===== config.mk =====
export PLATFORM = sky130hd
export DESIGN_NAME = uirq_top
export DESIGN_NICKNAME = d
export VERILOG_FILES = /design/src/rtl/uirq_pkg.sv /design/src/rtl/uirq_flag.sv /design/src/rtl/uirq_timeout.sv /design/src/rtl/uirq_prio.sv /design/src/rtl/uirq_top.sv
export SDC_FILE = /design/constraint.sdc
export NUM_CORES = 1
export LEC_CHECK = 0
export ABC_AREA = 1
export ABC_CLOCK_PERIOD_IN_PS = 4100
export BUFFER_PORTS_ARGS = -buffer_cell sky130_fd_sc_hd__clkbuf_2
export CAP_MARGIN = 15
export CORE_MARGIN = 8
export CORE_UTILIZATION = 45
export CTS_BUF_LIST = sky130_fd_sc_hd__clkbuf_8
export DETAILED_ROUTE_END_ITERATION = 8
export PLACE_DENSITY = 0.83
export SLEW_MARGIN = 20
export SYNTH_ARGS = -nofsm -noshare
export SYNTH_HDL_FRONTEND = slang
export SYNTH_HIERARCHICAL = 1
export SYNTH_SLANG_ARGS = --single-unit

===== constraint.sdc =====
create_clock -name clk_i -period 4.1 [get_ports clk_i]
set_input_delay 0.205 -clock clk_i [delete_from_list [all_inputs] [get_ports clk_i]]
set_output_delay 0.205 -clock clk_i [all_outputs]
set_load 0.03 [all_outputs]

===== src/rtl/uirq_pkg.sv =====
package uirq_pkg;
  typedef enum logic [2:0] {
    SRC_LS, SRC_TO, SRC_RXD, SRC_TX, SRC_MS, SRC_XS, SRC_FC, SRC_NONE
  } src_e;

  localparam int NLVL = 7;
  localparam int NFLAG = 7;
  localparam int F_LS = 0, F_TX = 1, F_MS = 2, F_XOFF = 3, F_SPC = 4, F_RTS = 5, F_CTS = 6;

  localparam logic [5:0] CODE_LS   = 6'h06;
  localparam logic [5:0] CODE_TO   = 6'h0C;
  localparam logic [5:0] CODE_RXD  = 6'h04;
  localparam logic [5:0] CODE_TX   = 6'h02;
  localparam logic [5:0] CODE_MS   = 6'h00;
  localparam logic [5:0] CODE_XS   = 6'h10;
  localparam logic [5:0] CODE_FC   = 6'h20;
  localparam logic [5:0] CODE_NONE = 6'h01;

  function automatic logic [5:0] code_of(src_e s);
    case (s)
      SRC_LS:  return CODE_LS;
      SRC_TO:  return CODE_TO;
      SRC_RXD: return CODE_RXD;
      SRC_TX:  return CODE_TX;
      SRC_MS:  return CODE_MS;
      SRC_XS:  return CODE_XS;
      SRC_FC:  return CODE_FC;
      default: return CODE_NONE;
    endcase
  endfunction
endpackage


===== src/rtl/uirq_flag.sv =====
module uirq_flag (
  input  logic clk_i,
  input  logic rst_ni,
  input  logic set_i,
  input  logic clr_i,
  output logic q_o
);
  // set dominates a same-cycle clear
  always_ff @(posedge clk_i or negedge rst_ni) begin
    if (!rst_ni)    q_o <= 1'b0;
    else if (set_i) q_o <= 1'b1;
    else if (clr_i) q_o <= 1'b0;
  end

  p_set_wins_r3: assert property (@(posedge clk_i) disable iff (!rst_ni)
    set_i |=> q_o);
endmodule


===== src/rtl/uirq_timeout.sv =====
module uirq_timeout #(
  parameter int CHAR_BITS = 10
) (
  input  logic clk_i,
  input  logic rst_ni,
  input  logic nz_i,
  input  logic restart_i,
  input  logic tick_i,
  input  logic rhr_rd_i,
  output logic pend_o
);
  localparam int TO_BITS = 4 * CHAR_BITS + 12;
  localparam int CNT_W   = $clog2(TO_BITS + 1);

  logic [CNT_W-1:0] cnt_q;
  logic             hit;

  assign hit = nz_i && !restart_i && tick_i && (cnt_q == CNT_W'(TO_BITS - 1));

  always_ff @(posedge clk_i or negedge rst_ni) begin
    if (!rst_ni) begin
      cnt_q  <= '0;
      pend_o <= 1'b0;
    end else begin
      if (restart_i || !nz_i)                        cnt_q <= '0;
      else if (tick_i && cnt_q != CNT_W'(TO_BITS))   cnt_q <= cnt_q + 1'b1;
      if (rhr_rd_i) pend_o <= 1'b0;
      else if (hit) pend_o <= 1'b1;
    end
  end

  p_to_clr_r5: assert property (@(posedge clk_i) disable iff (!rst_ni)
    rhr_rd_i |=> !pend_o);
  p_to_nz_r5: assert property (@(posedge clk_i) disable iff (!rst_ni)
    (!pend_o && !rhr_rd_i && !nz_i) |=> !pend_o);
endmodule


===== src/rtl/uirq_prio.sv =====
module uirq_prio
  import uirq_pkg::*;
(
  input  logic [NLVL-1:0] req_i,
  output src_e            src_o,
  output logic [5:0]      code_o
);
  always_comb begin
    src_o = SRC_NONE;
    for (int i = NLVL - 1; i >= 0; i--)
      if (req_i[i]) src_o = src_e'(i);
  end
  assign code_o = code_of(src_o);
endmodule


===== src/rtl/uirq_top.sv =====
module uirq_top
  import uirq_pkg::*;
#(
  parameter int LVL_W     = 7,
  parameter int CHAR_BITS = 10
) (
  input  logic             clk_i,
  input  logic             rst_ni,
  input  logic [7:0]       ier_i,
  input  logic             ext_en_i,
  input  logic             lsr_evt_i,
  input  logic             lsr_rd_i,
  input  logic [LVL_W-1:0] rx_lvl_i,
  input  logic [LVL_W-1:0] rx_trig_i,
  input  logic             rx_char_i,
  input  logic             rhr_rd_i,
  input  logic             bit_tick_i,
  input  logic             tx_evt_i,
  input  logic             thr_wr_i,
  input  logic             msr_evt_i,
  input  logic             msr_rd_i,
  input  logic             xoff_evt_i,
  input  logic             xon_evt_i,
  input  logic             spc_evt_i,
  input  logic             rts_i,
  input  logic             cts_i,
  input  logic             auto_rts_i,
  input  logic             auto_cts_i,
  input  logic             isr_rd_i,
  output logic [5:0]       isr_o,
  output logic             irq_o
);
  logic [NFLAG-1:0] set_v, clr_v, flag_q;
  logic [NLVL-1:0]  lvl_req;
  logic             rts_d, cts_d, rxd_q, to_q, irq_q;
  logic             en_rx, en_tx, en_ls, en_ms, en_xs, en_rts, en_cts;
  src_e             shown;
  logic             rd_tx, rd_xs;

  // extended enables read as 0 unless the feature bit is on
  assign en_rx  = ier_i[0];
  assign en_tx  = ier_i[1];
  assign en_ls  = ier_i[2];
  assign en_ms  = ier_i[3];
  assign en_xs  = ier_i[5] & ext_en_i;
  assign en_rts = ier_i[6] & ext_en_i;
  assign en_cts = ier_i[7] & ext_en_i;

  always_ff @(posedge clk_i or negedge rst_ni) begin
    if (!rst_ni) begin
      rts_d <= 1'b1;
      cts_d <= 1'b1;
      rxd_q <= 1'b0;
      irq_q <= 1'b0;
    end else begin
      rts_d <= rts_i;
      cts_d <= cts_i;
      rxd_q <= (rx_lvl_i >= rx_trig_i);
      irq_q <= |lvl_req;
    end
  end

  assign rd_tx = isr_rd_i && (shown == SRC_TX);
  assign rd_xs = isr_rd_i && (shown == SRC_XS);

  always_comb begin
    set_v = '0;
    clr_v = '0;
    set_v[F_LS]   = lsr_evt_i;                         clr_v[F_LS]   = lsr_rd_i;
    set_v[F_TX]   = tx_evt_i;                          clr_v[F_TX]   = thr_wr_i | rd_tx;
    set_v[F_MS]   = msr_evt_i;                         clr_v[F_MS]   = msr_rd_i;
    set_v[F_XOFF] = xoff_evt_i;                        clr_v[F_XOFF] = xon_evt_i | rd_xs;
    set_v[F_SPC]  = spc_evt_i;                         clr_v[F_SPC]  = rx_char_i | rd_xs;
    set_v[F_RTS]  = auto_rts_i & rts_i & ~rts_d;       clr_v[F_RTS]  = msr_rd_i;
    set_v[F_CTS]  = auto_cts_i & cts_i & ~cts_d;       clr_v[F_CTS]  = msr_rd_i;
  end

  for (genvar g = 0; g < NFLAG; g++) begin : g_flag
    uirq_flag u_flag (
      .clk_i (clk_i),
      .rst_ni(rst_ni),
      .set_i (set_v[g]),
      .clr_i (clr_v[g]),
      .q_o   (flag_q[g])
    );
  end

  uirq_timeout #(.CHAR_BITS(CHAR_BITS)) u_to (
    .clk_i    (clk_i),
    .rst_ni   (rst_ni),
    .nz_i     (rx_lvl_i != '0),
    .restart_i(rx_char_i | rhr_rd_i),
    .tick_i   (bit_tick_i),
    .rhr_rd_i (rhr_rd_i),
    .pend_o   (to_q)
  );

  assign lvl_req[SRC_LS]  = flag_q[F_LS] & en_ls;
  assign lvl_req[SRC_TO]  = to_q & en_rx;
  assign lvl_req[SRC_RXD] = rxd_q & en_rx;
  assign lvl_req[SRC_TX]  = flag_q[F_TX] & en_tx;
  assign lvl_req[SRC_MS]  = flag_q[F_MS] & en_ms;
  assign lvl_req[SRC_XS]  = (flag_q[F_XOFF] | flag_q[F_SPC]) & en_xs;
  assign lvl_req[SRC_FC]  = (flag_q[F_RTS] & en_rts) | (flag_q[F_CTS] & en_cts);

  uirq_prio u_prio (
    .req_i (lvl_req),
    .src_o (shown),
    .code_o(isr_o)
  );

  assign irq_o = irq_q;

  p_ext_gate_r1: assert property (@(posedge clk_i) disable iff (!rst_ni)
    !ext_en_i |-> (isr_o != CODE_XS && isr_o != CODE_FC));
  p_lsr_clr_r3: assert property (@(posedge clk_i) disable iff (!rst_ni)
    (lsr_rd_i && !lsr_evt_i) |=> isr_o != CODE_LS);
  p_tx_clr_r6: assert property (@(posedge clk_i) disable iff (!rst_ni)
    (thr_wr_i && !tx_evt_i) |=> !flag_q[F_TX]);
  p_ms_clr_r7: assert property (@(posedge clk_i) disable iff (!rst_ni)
    (msr_rd_i && !msr_evt_i) |=> isr_o != CODE_MS);
  p_irq_reg_r10: assert property (@(posedge clk_i) disable iff (!rst_ni)
    1'b1 |=> irq_o == ($past(isr_o) != CODE_NONE));
endmodule


==> key figures, run 1 <==
Die
  • Io pins: a little under 50
  • Total die area: 0.00490 mm^2
  • Row cnt: 19
  • Starting density of the core: 47.6%
  • Die Ht: roughly 70 um
  • Die Span X: approximately 70 um
  • Core box area: 0.00276 mm^2

Clocking
  • Worst-path clk slew: 0.07 ns
  • # H-tree levels: 1
  • Root buf cell: clkbuf_8
  • CTS tree: yes
  • Post-CTS Setup Inserts: 0
  • Clock Latency Late Sink: 0.25 ns
  • Clock Path Buffers: 2
  • Cts bufs inserted: 3
  • Hold Buf Count CTS: 1
  • CTS resizes: 0
  • TritonCTS Sinks: 18

Drt
  • DRC: 0
  • Pre-antenna DRT Iters: 4
  • DRT Wirelength: roughly 3 mm
  • 1st-iter DRT viols: 24
  • Drt via density: 4.59
  • Via count: between 1000 and 1500
  • Antenna-violating nets left: 0
  • Wire length per cell: 10.3 um

Critical path
  • CP peak stage delay: 0.38 ns
  • Crit path arrival time: 1.54 ns
  • Origin of the worst setup path: g_flag[4].u_flag/q_o$_DFFE_PN0P_
  • Worst r2r src: g_flag[4].u_flag/q_o$_DFFE_PN0P_
  • Kind of critical path: reg -> out
  • CP cell instances: nor2_1 > nor2_2 > o21ai_1 > nand3_2 > nor2_2 > nand2_1 > nand2_1 > clkbuf_2
  • CP Capture Type: output pin
  • CP Launch Type: flip-flop
  • Crit-path slowest cell: dfrtp_1
  • Critical Path RT: 3.89 ns
  • CP Max Fanout: 4

Timing
  • Fin. max-slew vios: 0
  • Setup TNS: 0 ns
  • Crit share post-route: 42.5%
  • RSZ-0062 raised after global routing: no
  • Final setup vio count: 0
  • Final hold viol count: 0
  • Slew HR: 70.7%
  • Fmax: between 500 and 600 MHz
  • Worst slew pin tran: 0.439 ns
  • Clock Skew: 0.00188 ns
  • Min Tclk post-route: ~1.7 ns

Synth
  • Sequential-to-total area share from yosys stat: 34.5%
  • Synth top area cells: dfrtp_1 30%, nand2_1 19%, inv_1 15%, ha_1 8.6%, nor2_1 4.9%
  • Biggest area consumer among synthesized cells: dfrtp_1
  • Synth Register Bits: 18
  • Share of Yosys cell area claimed by the top area cell type: 30.5%
  • Cell area after synthesis: about 0.0013 mm^2
  • Syn Inst Count: 202
  • Syn nets: 253
  • Syn_area_per_cell: roughly 6.5 um^2
  • Post-synth cell types: 20
  • Syn. warnings: 6

Layout
  • Most frequent cells in the layout: 66 x nand2_1, 54 x inv_1, 47 x clkbuf_2, 17 x nor2_1, 16 x dfrtp_1
  • ANT cells: 0
  • Most common cell after layout, fill and taps aside: nand2_1
  • Area grow syn2layout: 25.8%
  • Layout cells sized above 1: 26.0%
  • Core Util, Final: 59.9%
  • Final nets: roughly 310

Global routing
  • Vias in the first global route: 1298
  • GRT Overall Usage: approximately an eighth
  • Total gr overflow: 0
  • Initial antenna violation count: 0
  • Pin count of the biggest net entering global routing: 19
  • First-pass GRT wire length: 5.03 mm

Placement
  • Hpwl dp: 2.49 mm
  • GPL Wtd Cong: 0.843
  • I/O Buffers: 47

Pwr
  • Pwr dens: 271 mW/mm^2
  • Worst vdd ir: 0.217 mV
  • Leakage: 1.07 nW

Run status
  • Outcome: complete, no violations

Min path
  • Min-delay worst type: in -> reg
  • Min-Delay Startpoint: rts_i

Run
  • Maximum capacitance violations: 0
[metal layers]
metal,GRT usage (%),up-vias,part of all wire (%)
met1,11.5,591,40
met3,3.95,2,4.3
li1,-,698,-
met4,4.69,0,0.48
met2,23.1,17,55
met5,0,-,0
[final timing paths]
check                           cells after the start                                to  slack (ns)
max in group asynchronous                           2                   cts_d$_DFF_PN1_        3.33
worst max-delay path                                8                          isr_o[1]        2.36
worst min register to register                      2  g_flag[0].u_flag/q_o$_DFFE_PN0P_        0.47
worst max register to register                     13  g_flag[3].u_flag/q_o$_DFFE_PN0P_        2.60
min in group asynchronous                           2  g_flag[2].u_flag/q_o$_DFFE_PN0P_        0.43
worst min-delay path                                1                   rts_d$_DFF_PN1_        0.04
[synthesized netlist by cell type]
| cell | instances |
|---|---|
| inv_2 | 1 |
| nor3_1 | 2 |
| dfrtp_1 | 16 |
| nand4_1 | 4 |
| nand3_2 | 2 |
| nand2_2 | 5 |
| or2_2 | 1 |
| a21oi_1 | 5 |
| nor2_1 | 17 |
| a31oi_1 | 1 |
| dfstp_2 | 2 |
| inv_1 | 54 |
| nand2_1 | 66 |
| o21ai_1 | 1 |
| nand3_1 | 9 |
| ha_1 | 9 |
| nor2_2 | 3 |
| nor2_8 | 1 |
| o21ai_0 | 2 |
| o21bai_1 | 1 |
[where the power goes]
part | leakage (nW) | switching [W] | internal [W]
Clock | 0.0288 | 0.0000574 | 0.0000852
Combinational | 0.825 | 0.0000702 | 0.0000439
Sequential | 0.220 | 0.00000427 | 0.000187
Total | 1.07 | 0.000132 | 0.000316
[stage by stage]
| stage | cell area, um^2 | power (W) | std cells | setup WS, ns | hold slack, ns |
|---|---|---|---|---|---|
| 4_1_cts | 1650 | 0.000455 | 285 | 2.33 | 0.0359 |
| 3_5_place_dp | 1590 | 0.000309 | 280 | 2.57 | 0.170 |
| 6_report | 1650 | 0.000448 | 285 | 2.36 | 0.0432 |
| 2_1_floorplan | 1310 | 0.000266 | 202 | 2.42 | -0.0906 |
| 3_3_place_gp | 1590 | 0.000305 | 280 | 2.62 | 0.169 |
| 5_1_grt | 1650 | 0.000478 | 285 | 2.20 | 0.0342 |
[kinds of logic (layout without fill, tap and decap cells)]
family	after synthesis	count (layout)	synth area share [%]
compound gates	10	10	4.10
fa+ha+maj	9	9	8.57
buf+inv	55	107	15.7
flops	18	18	34.5
simple gates	110	110	37.1
[state kept, by name (all words and copies together), names as in the netlist]
| signal | cells |
|---|---|
| cts_d | 1 |
| g_flag.u_flag/q_o | 7 |
| rts_d | 1 |
| u_to/cnt_q | 6 |
| rxd_q | 1 |
| u_to/pend_o | 1 |
| irq_o | 1 |
[area by class of cell]
class | count | area [um^2]
clock buffer | 4 | 55.1
multi-input combinational | 129 | 654
timing repair buffer | 48 | 245
tap | 31 | 38.8
inverter | 55 | 206
sequential | 18 | 453
fill | 269 | 1100
[critical path, delay by kind of cell (launching register included)]
| kind | cells | cell delay (ns) |
|---|---|---|
| DFF | 1 | 0.38 |
| buffers and inverters | 1 | 0.20 |
| and+or+nand+nor | 6 | 0.56 |
| AOI/OAI and AO/OA | 1 | 0.15 |
Note: power is estimated with default switching activity, not from simulation.
==> run 2, diff against run 1 <==
- ABC_AREA: 1 -> 0
- ABC_CLOCK_PERIOD_IN_PS: 4100 -> 1500
- PLACE_DENSITY: 0.83 -> 0.87
- clock period: 4.1 -> 1.5 ns (I/O delays scaled with it)
==> run 2 against run 1 <==
Compared with the run above:
- the flow now finishes with violations (negative setup slack)
- final area up 11%
- worst setup slack worse by 2.8 ns
- sequential share of layout area down 2.6 points
- critical path depth down 2
- cell count down 16%
- power rose to 3.0 times the previous value
- first-iteration DRC count up 130%
- global-route usage up 2.2 points
- largest cell class unchanged
- largest power group unchanged
==> key figures, run 2 <==
Run status
  • Outcome: finished with violations
  • Failing checks: negative setup slack

Layout
  • Top reg by flops: g_flag.u_flag/q_o
  • Most frequent cells in the layout: 43 x clkbuf_2, 20 x inv_1, 15 x dfrtp_1, 13 x buf_4
  • Layout cells sized above 1: 42.5%
  • Max reg flops: 7
  • Fillcell total: 209
  • ANT cells: 0
  • Area grow syn2layout: 49.5%
  • Most common cell after layout, fill and taps aside: clkbuf_2
  • Final nets: 259
  • Largest regs: g_flag.u_flag/q_o: 7 flops, u_to/cnt_q: 6 flops
  • Post-route insts no fill: 238

Pwr
  • Leakage: a little under 1 nW
  • Logic pwr share: 30.3%
  • Worst vdd ir: about 0.45 mV
  • Clock power frac: 30.0%
  • Sw frac: 27.7%
  • Internal power: 0.000966 W
  • Switching pwr: approximately 0.00037 W
  • Reg power frac: 39.7%
  • Pwr dens: 729 mW/mm^2

Synth
  • Syn nets: 184
  • Top-count cell post-synth: inv_1
  • Syn_area_per_cell: 9.22 um^2
  • Post-synth EDFFs: 0
  • Cell area after synthesis: 0.00123 mm^2
  • Share of Yosys cell area claimed by the top area cell type: 32.7%
  • Synth Register Bits: 18
  • Synth top area cells: dfrtp_1 33%, ha_1 9.2%, inv_1 6.1%, a21o_1 5.5%, dfstp_2 4.3%
  • Main synth FF type: dfrtp_1
  • Biggest area consumer among synthesized cells: dfrtp_1
  • Sequential-to-total area share from yosys stat: 36.9%
  • Post-synth cell types: 42
  • Most frequent cells after synthesis: 20 x inv_1, 16 x dfrtp_1, 9 x a21o_1, 9 x ha_1, 8 x nor2_1
  • Async SR Flop Fraction: 100%
  • Syn. warnings: 6
  • Syn Inst Count: around 130

Die
  • Total die area: 0.00465 mm^2
  • Die Ht: 68.2 um
  • Die Span X: approximately 70 um
  • Io pins: 49
  • Starting density of the core: 46.1%
  • Core box area: 0.00266 mm^2
  • Row cnt: 19

Critical path
  • Crit-path slowest cell: dfrtp_1
  • Kind of critical path: reg -> out
  • CP Max Fanout: 2
  • Crit-path leading delay family: simple AND/OR/NAND/NOR gates
  • WP buf/inv: 2
  • CP Capture Type: output pin
  • CP peak stage delay: 0.39 ns
  • Critical Path RT: approximately 1.4 ns
  • CP cell instances: and2_4 > or3_4 > or2_4 > buf_12 > nor4_4 > clkbuf_8
  • Crit path arrival time: 1.87 ns
  • CP Launch Type: flip-flop

Placement
  • GPL Wtd Cong: 0.847
  • Post-Place Worst Slack: -0.287 ns
  • Hpwl dp: roughly 2.6 mm
  • I/O Buffers: 47
  • Placed Cells: 222

Global routing
  • Pin count of the biggest net entering global routing: 19
  • Total gr overflow: 0
  • Initial antenna violation count: 0
  • First-pass GRT wire length: between 5 and 6 mm
  • GRT Overall Usage: 14.3%
  • Vias in the first global route: roughly 1300

Clocking
  • Clock Path Buffers: 2
  • Clock Latency Late Sink: 0.25 ns
  • Worst-path clk slew: 0.07 ns
  • # H-tree levels: 1
  • Cts bufs inserted: 3
  • TritonCTS Sinks: 18
  • CTS tree: yes
  • Root buf cell: clkbuf_8

Drt
  • Antenna-violating nets left: 0
  • Wire length per cell: 13.9 um
  • DRC: 0
  • Via count: 1224
  • DRT Wirelength: 3.32 mm
  • Drt via density: 5.14
  • 1st-iter DRT viols: 55
  • Pre-antenna DRT Iters: 4

Timing
  • Slew HR: 69.1%
  • Final WS setup: -0.449 ns
  • Final hold viol count: 0
  • Crit share post-route: 130%
  • Worst slew pin tran: roughly 0.46 ns
  • Fin. max-slew vios: 0
  • Clock Skew: 0.00173 ns
  • Fmax: a little over 500 MHz
  • Min Tclk post-route: 1.95 ns
  • RSZ-0062 raised after global routing: yes
  • Final setup vio count: 8

Min path
  • Min-delay worst type: in -> reg

Run
  • Maximum capacitance violations: 0
-- run 2: cell count changes after synthesis, sizes merged, moves of 4 or more --
cell | before | now
and2 | 0 | 5
inv | 55 | 21
nand2 | 71 | 7
nor2 | 21 | 8
or4 | 0 | 4
a21o | 0 | 9
nand2b | 0 | 5
nand3 | 11 | 1
-- run 2: cells by family (layout without fill, tap and decap cells) --
| kind of cell | count (synthesis) | in the layout | share of synthesized area [%] |
|---|---|---|---|
| XOR/XNOR | 1 | 1 | 0.714 |
| AND/OR/NAND/NOR | 56 | 56 | 30.2 |
| adder cells (fa/ha/maj) | 9 | 9 | 9.18 |
| AO/OA/AOI/OAI | 27 | 27 | 15.6 |
| buffers and inverters | 22 | 96 | 7.35 |
| flip-flops | 18 | 18 | 36.9 |
-- run 2: final cells by class --
cell class / count / area (um^2) / area share [%]
timing repair buffer: 71 / 490 / 26.8
clock buffer: 4 / 55.1 / 3.00
multi-input combinational: 93 / 716 / 39.0
tap: 31 / 38.8 / 2.12
sequential: 18 / 454 / 24.8
inverter: 21 / 78.8 / 4.30
-- run 2: what timing repair did --
| action | CTS | global route |
|---|---|---|
| endpoints found under the setup margin | 8 | 13 |
| resized for setup | 10 | 6 |
| hold buffers | 6 | 1 |
| buffers inserted | 3 | 2 |
| pin swaps | 2 | 0 |
| endpoints found under the hold margin | 21 | 1 |
-- run 2: path summary, 6_finish.rpt --
| path | start | slack [ns] | end | depth (start not counted) |
|---|---|---|---|---|
| setup / recovery | u_to/pend_o$_DFFE_PN0P_ | -0.45 | isr_o[0] | 6 |
| hold / removal | spc_evt_i | 0.01 | g_flag[4].u_flag/q_o$_DFFE_PN0P_ | 2 |
| setup reg to reg | u_to/pend_o$_DFFE_PN0P_ | -0.27 | g_flag[1].u_flag/q_o$_DFFE_PN0P_ | 9 |
| hold reg to reg | g_flag[6].u_flag/q_o$_DFFE_PN0P_ | 0.48 | g_flag[6].u_flag/q_o$_DFFE_PN0P_ | 1 |
| max in group asynchronous | rst_ni | 0.86 | rts_d$_DFF_PN1_ | 2 |
| min in group asynchronous | rst_ni | 0.30 | u_to/cnt_q[2]$_DFFE_PN0P_ | 2 |
-- run 2: power groups by stage --
stage | registers [W] | logic (W) | clock network [W]
floorplan | 0.000540 | 0.000185 | 0
global placement | 0.000539 | 0.000337 | 0
detailed placement | 0.000539 | 0.000347 | 0
CTS | 0.000530 | 0.000386 | 0.000407
global route | 0.000533 | 0.000440 | 0.000433
finish | 0.000531 | 0.000405 | 0.000401
-- run 2: stage by stage --
| step | total power (W) | hold slack, ns | cell area [um^2] | TNS [ns] | utilization, % |
|---|---|---|---|---|---|
| global placement | 0.000875 | 0.0412 | 1610 | -1.13 | 60.6 |
| finish | 0.00134 | 0.0128 | 1830 | -2.25 | 68.8 |
| global route | 0.00141 | 0.0146 | 1830 | -2.67 | 68.8 |
| floorplan | 0.000726 | -0.221 | 1250 | -1.31 | - |
| CTS | 0.00132 | 0.000565 | 1790 | -2.15 | 67.2 |
| detailed placement | 0.000886 | 0.0464 | 1610 | -1.46 | 60.6 |
-- run 2: layer usage --
| metal | vias up | routed length [um] | track usage, % |
|---|---|---|---|
| met4 | 0 | 52 | 5.63 |
| met2 | 42 | 1660 | 26.6 |
| met1 | 560 | 1390 | 15.5 |
| met5 | - | 0 | 0 |
| li1 | 618 | - | - |
| met3 | 4 | 214 | 2.78 |
==> run 3, diff against run 2 <==
- ABC_CLOCK_PERIOD_IN_PS: 1500 -> 2400
- CORE_UTILIZATION: 45 -> 54
- PLACE_DENSITY: 0.87 -> 0.95
- clock period: 1.5 -> 2.4 ns (I/O delays scaled with it)
==> run 3 against run 2 <==
Compared with the run above:
- the run now ends clean
- global-route usage grew 3.2 points
- worst hold slack gained 0.020 ns
- clock-buffer cell count stayed put
- die area down 13%
- largest power group unchanged
==> key figures, run 3 (same netlist as run 2, synthesis figures left out) <==
Run status
  • Outcome: complete, no violations

Die
  • Total die area: about 0.0041 mm^2
  • Core box area: approximately 0.0022 mm^2
  • Io pins: 49
  • Row cnt: 17
  • Die Ht: 63.7 um
  • Die Span X: about 64 um
  • Starting density of the core: 56.5%

Timing
  • Crit share post-route: a little under 90%
  • RSZ-0062 raised after global routing: no
  • Setup TNS: 0 ns
  • Fmax: 470 MHz
  • Min Tclk post-route: 2.13 ns
  • Worst slew pin tran: roughly 0.55 ns
  • Fin. max-slew vios: 0
  • Slew HR: 63.3%
  • Final hold viol count: 0
  • Final setup vio count: 0
  • Clock Skew: between 0.0006 and 0.0007 ns

Drt
  • Pre-antenna DRT Iters: 4
  • Wire length per cell: 16.2 um
  • DRC: 0
  • DRT Wirelength: roughly 3.5 mm
  • Drt via density: around 5.8
  • 1st-iter DRT viols: 46
  • Antenna-violating nets left: 0
  • Via count: between 1000 and 1500

Layout
  • Core Util, Final: 72.4%
  • Fillcell total: 164
  • Multi-input gate area: 683 um^2
  • Most common cell after layout, fill and taps aside: clkbuf_2
  • ANT cells: 0
  • Largest regs: g_flag.u_flag/q_o: 7 flops, u_to/cnt_q: 6 flops
  • Area grow syn2layout: 28.1%
  • Max reg flops: 7
  • Top reg by flops: g_flag.u_flag/q_o
  • Layout cells sized above 1: 35.5%
  • Final nets: 238
  • Reg area: 453 um^2
  • Most frequent cells in the layout: 47 x clkbuf_2, 20 x inv_1, 16 x dfrtp_1, 9 x a21o_1, 9 x ha_1

Clocking
  • CTS resizes: 0
  • Root buf cell: clkbuf_8
  • Post-CTS Setup Inserts: 0
  • TritonCTS Sinks: 18
  • Clock Path Buffers: 2
  • Clock Latency Late Sink: 0.25 ns
  • Worst-path clk slew: 0.07 ns
  • Cts bufs inserted: 3
  • # H-tree levels: 1
  • CTS tree: yes

Critical path
  • Crit-path slowest cell: a221oi_1
  • Crit path arrival time: roughly 2 ns
  • CP Max Fanout: 4
  • Kind of critical path: reg -> out
  • Critical Path RT: 2.28 ns
  • CP cell instances: o211a_1 > nand2b_1 > a221oi_1 > o211a_1 > clkbuf_2
  • R2R Setup Slk: approximately 0.5 ns
  • CP Launch Type: flip-flop
  • Most frequent CP cell: o211a_1
  • CP peak stage delay: 0.50 ns
  • CP Capture Type: output pin

Global routing
  • GRT Overall Usage: approximately 18%
  • Total gr overflow: 0
  • First-pass GRT wire length: between 5 and 6 mm
  • Initial antenna violation count: 0
  • Vias in the first global route: between 1000 and 1500
  • Pin count of the biggest net entering global routing: 19

Min path
  • Min-delay worst type: in -> reg

Pwr
  • Leakage: approximately 0.85 nW
  • Pwr dens: around 490 mW/mm^2
  • Worst vdd ir: 0.417 mV

Placement
  • Hpwl dp: 2.70 mm
  • GPL Wtd Cong: 0.859
  • I/O Buffers: 47

Run
  • Maximum capacitance violations: 0
-- run 3: cell count changes in the layout (fill, tap and decap cells not counted), sizes merged --
| cell | previous run | this run |
|---|---|---|
| buf | 19 | 0 |
| clkbuf | 49 | 51 |
| dlygate4sd3 | 7 | 3 |
-- run 3: final cells by class --
class / instances / area share, %
Multi-Input combinational cell: 93 / 43.5
Sequential cell: 18 / 28.8
Timing Repair Buffer: 50 / 16.9
Inverter: 21 / 5.02
Clock buffer: 4 / 3.51
Tap cell: 28 / 2.23
-- run 3: worst paths after layout --
path / from / end / cells past startpoint
max: g_flag[4].u_flag/q_o$_DFFE_PN0P_ / isr_o[5] / 5
min: rhr_rd_i / u_to/pend_o$_DFFE_PN0P_ / 2
max reg2reg: g_flag[4].u_flag/q_o$_DFFE_PN0P_ / g_flag[4].u_flag/q_o$_DFFE_PN0P_ / 8
min reg2reg: g_flag[1].u_flag/q_o$_DFFE_PN0P_ / g_flag[1].u_flag/q_o$_DFFE_PN0P_ / 1
max in group asynchronous: rst_ni / cts_d$_DFF_PN1_ / 2
min in group asynchronous: rst_ni / g_flag[2].u_flag/q_o$_DFFE_PN0P_ / 2
-- run 3: power by group --
| part | internal, W | switching (W) | leakage (nW) |
|---|---|---|---|
| clock network | 0.000146 | 0.000101 | 0.0288 |
| logic | 0.0000844 | 0.000103 | 0.602 |
| registers | 0.000321 | 0.0000105 | 0.220 |
| total | 0.000552 | 0.000215 | 0.850 |
-- run 3: stage by stage --
step / hold WS (ns) / total power (W) / setup slack, ns / cell area (um^2) / std cells
after floorplan: -0.176 / 0.000446 / 0.474 / 1230 / 133
after CTS: 0.0296 / 0.000769 / 0.264 / 1570 / 214
after detailed placement: 0.0798 / 0.000518 / 0.547 / 1490 / 207
final: 0.0324 / 0.000767 / 0.272 / 1570 / 214
after global placement: 0.0788 / 0.000504 / 0.618 / 1490 / 207
after global routing: 0.0267 / 0.000805 / 0.182 / 1570 / 214
-- run 3: critical path, delay by kind of cell, from the launching register on --
kind / cells / cell delay (ns)
compound gates: 3 / 1.02
buf+inv: 1 / 0.20
flops: 1 / 0.38
simple gates: 1 / 0.15
-- run 3: timing repair --
action                                 CTS  global route
setup endpoints to repair                0             0
endpoints found under the hold margin   18             0
hold buffers                             3             0
-- run 3: layer usage --
metal	GRT usage, %	share of wire [%]	up-vias
li1	-	-	581
met1	17.3	37	578
met2	32.4	54	63
met3	3.53	6.3	10
met4	10.9	2.7	0
met5	0	0	-
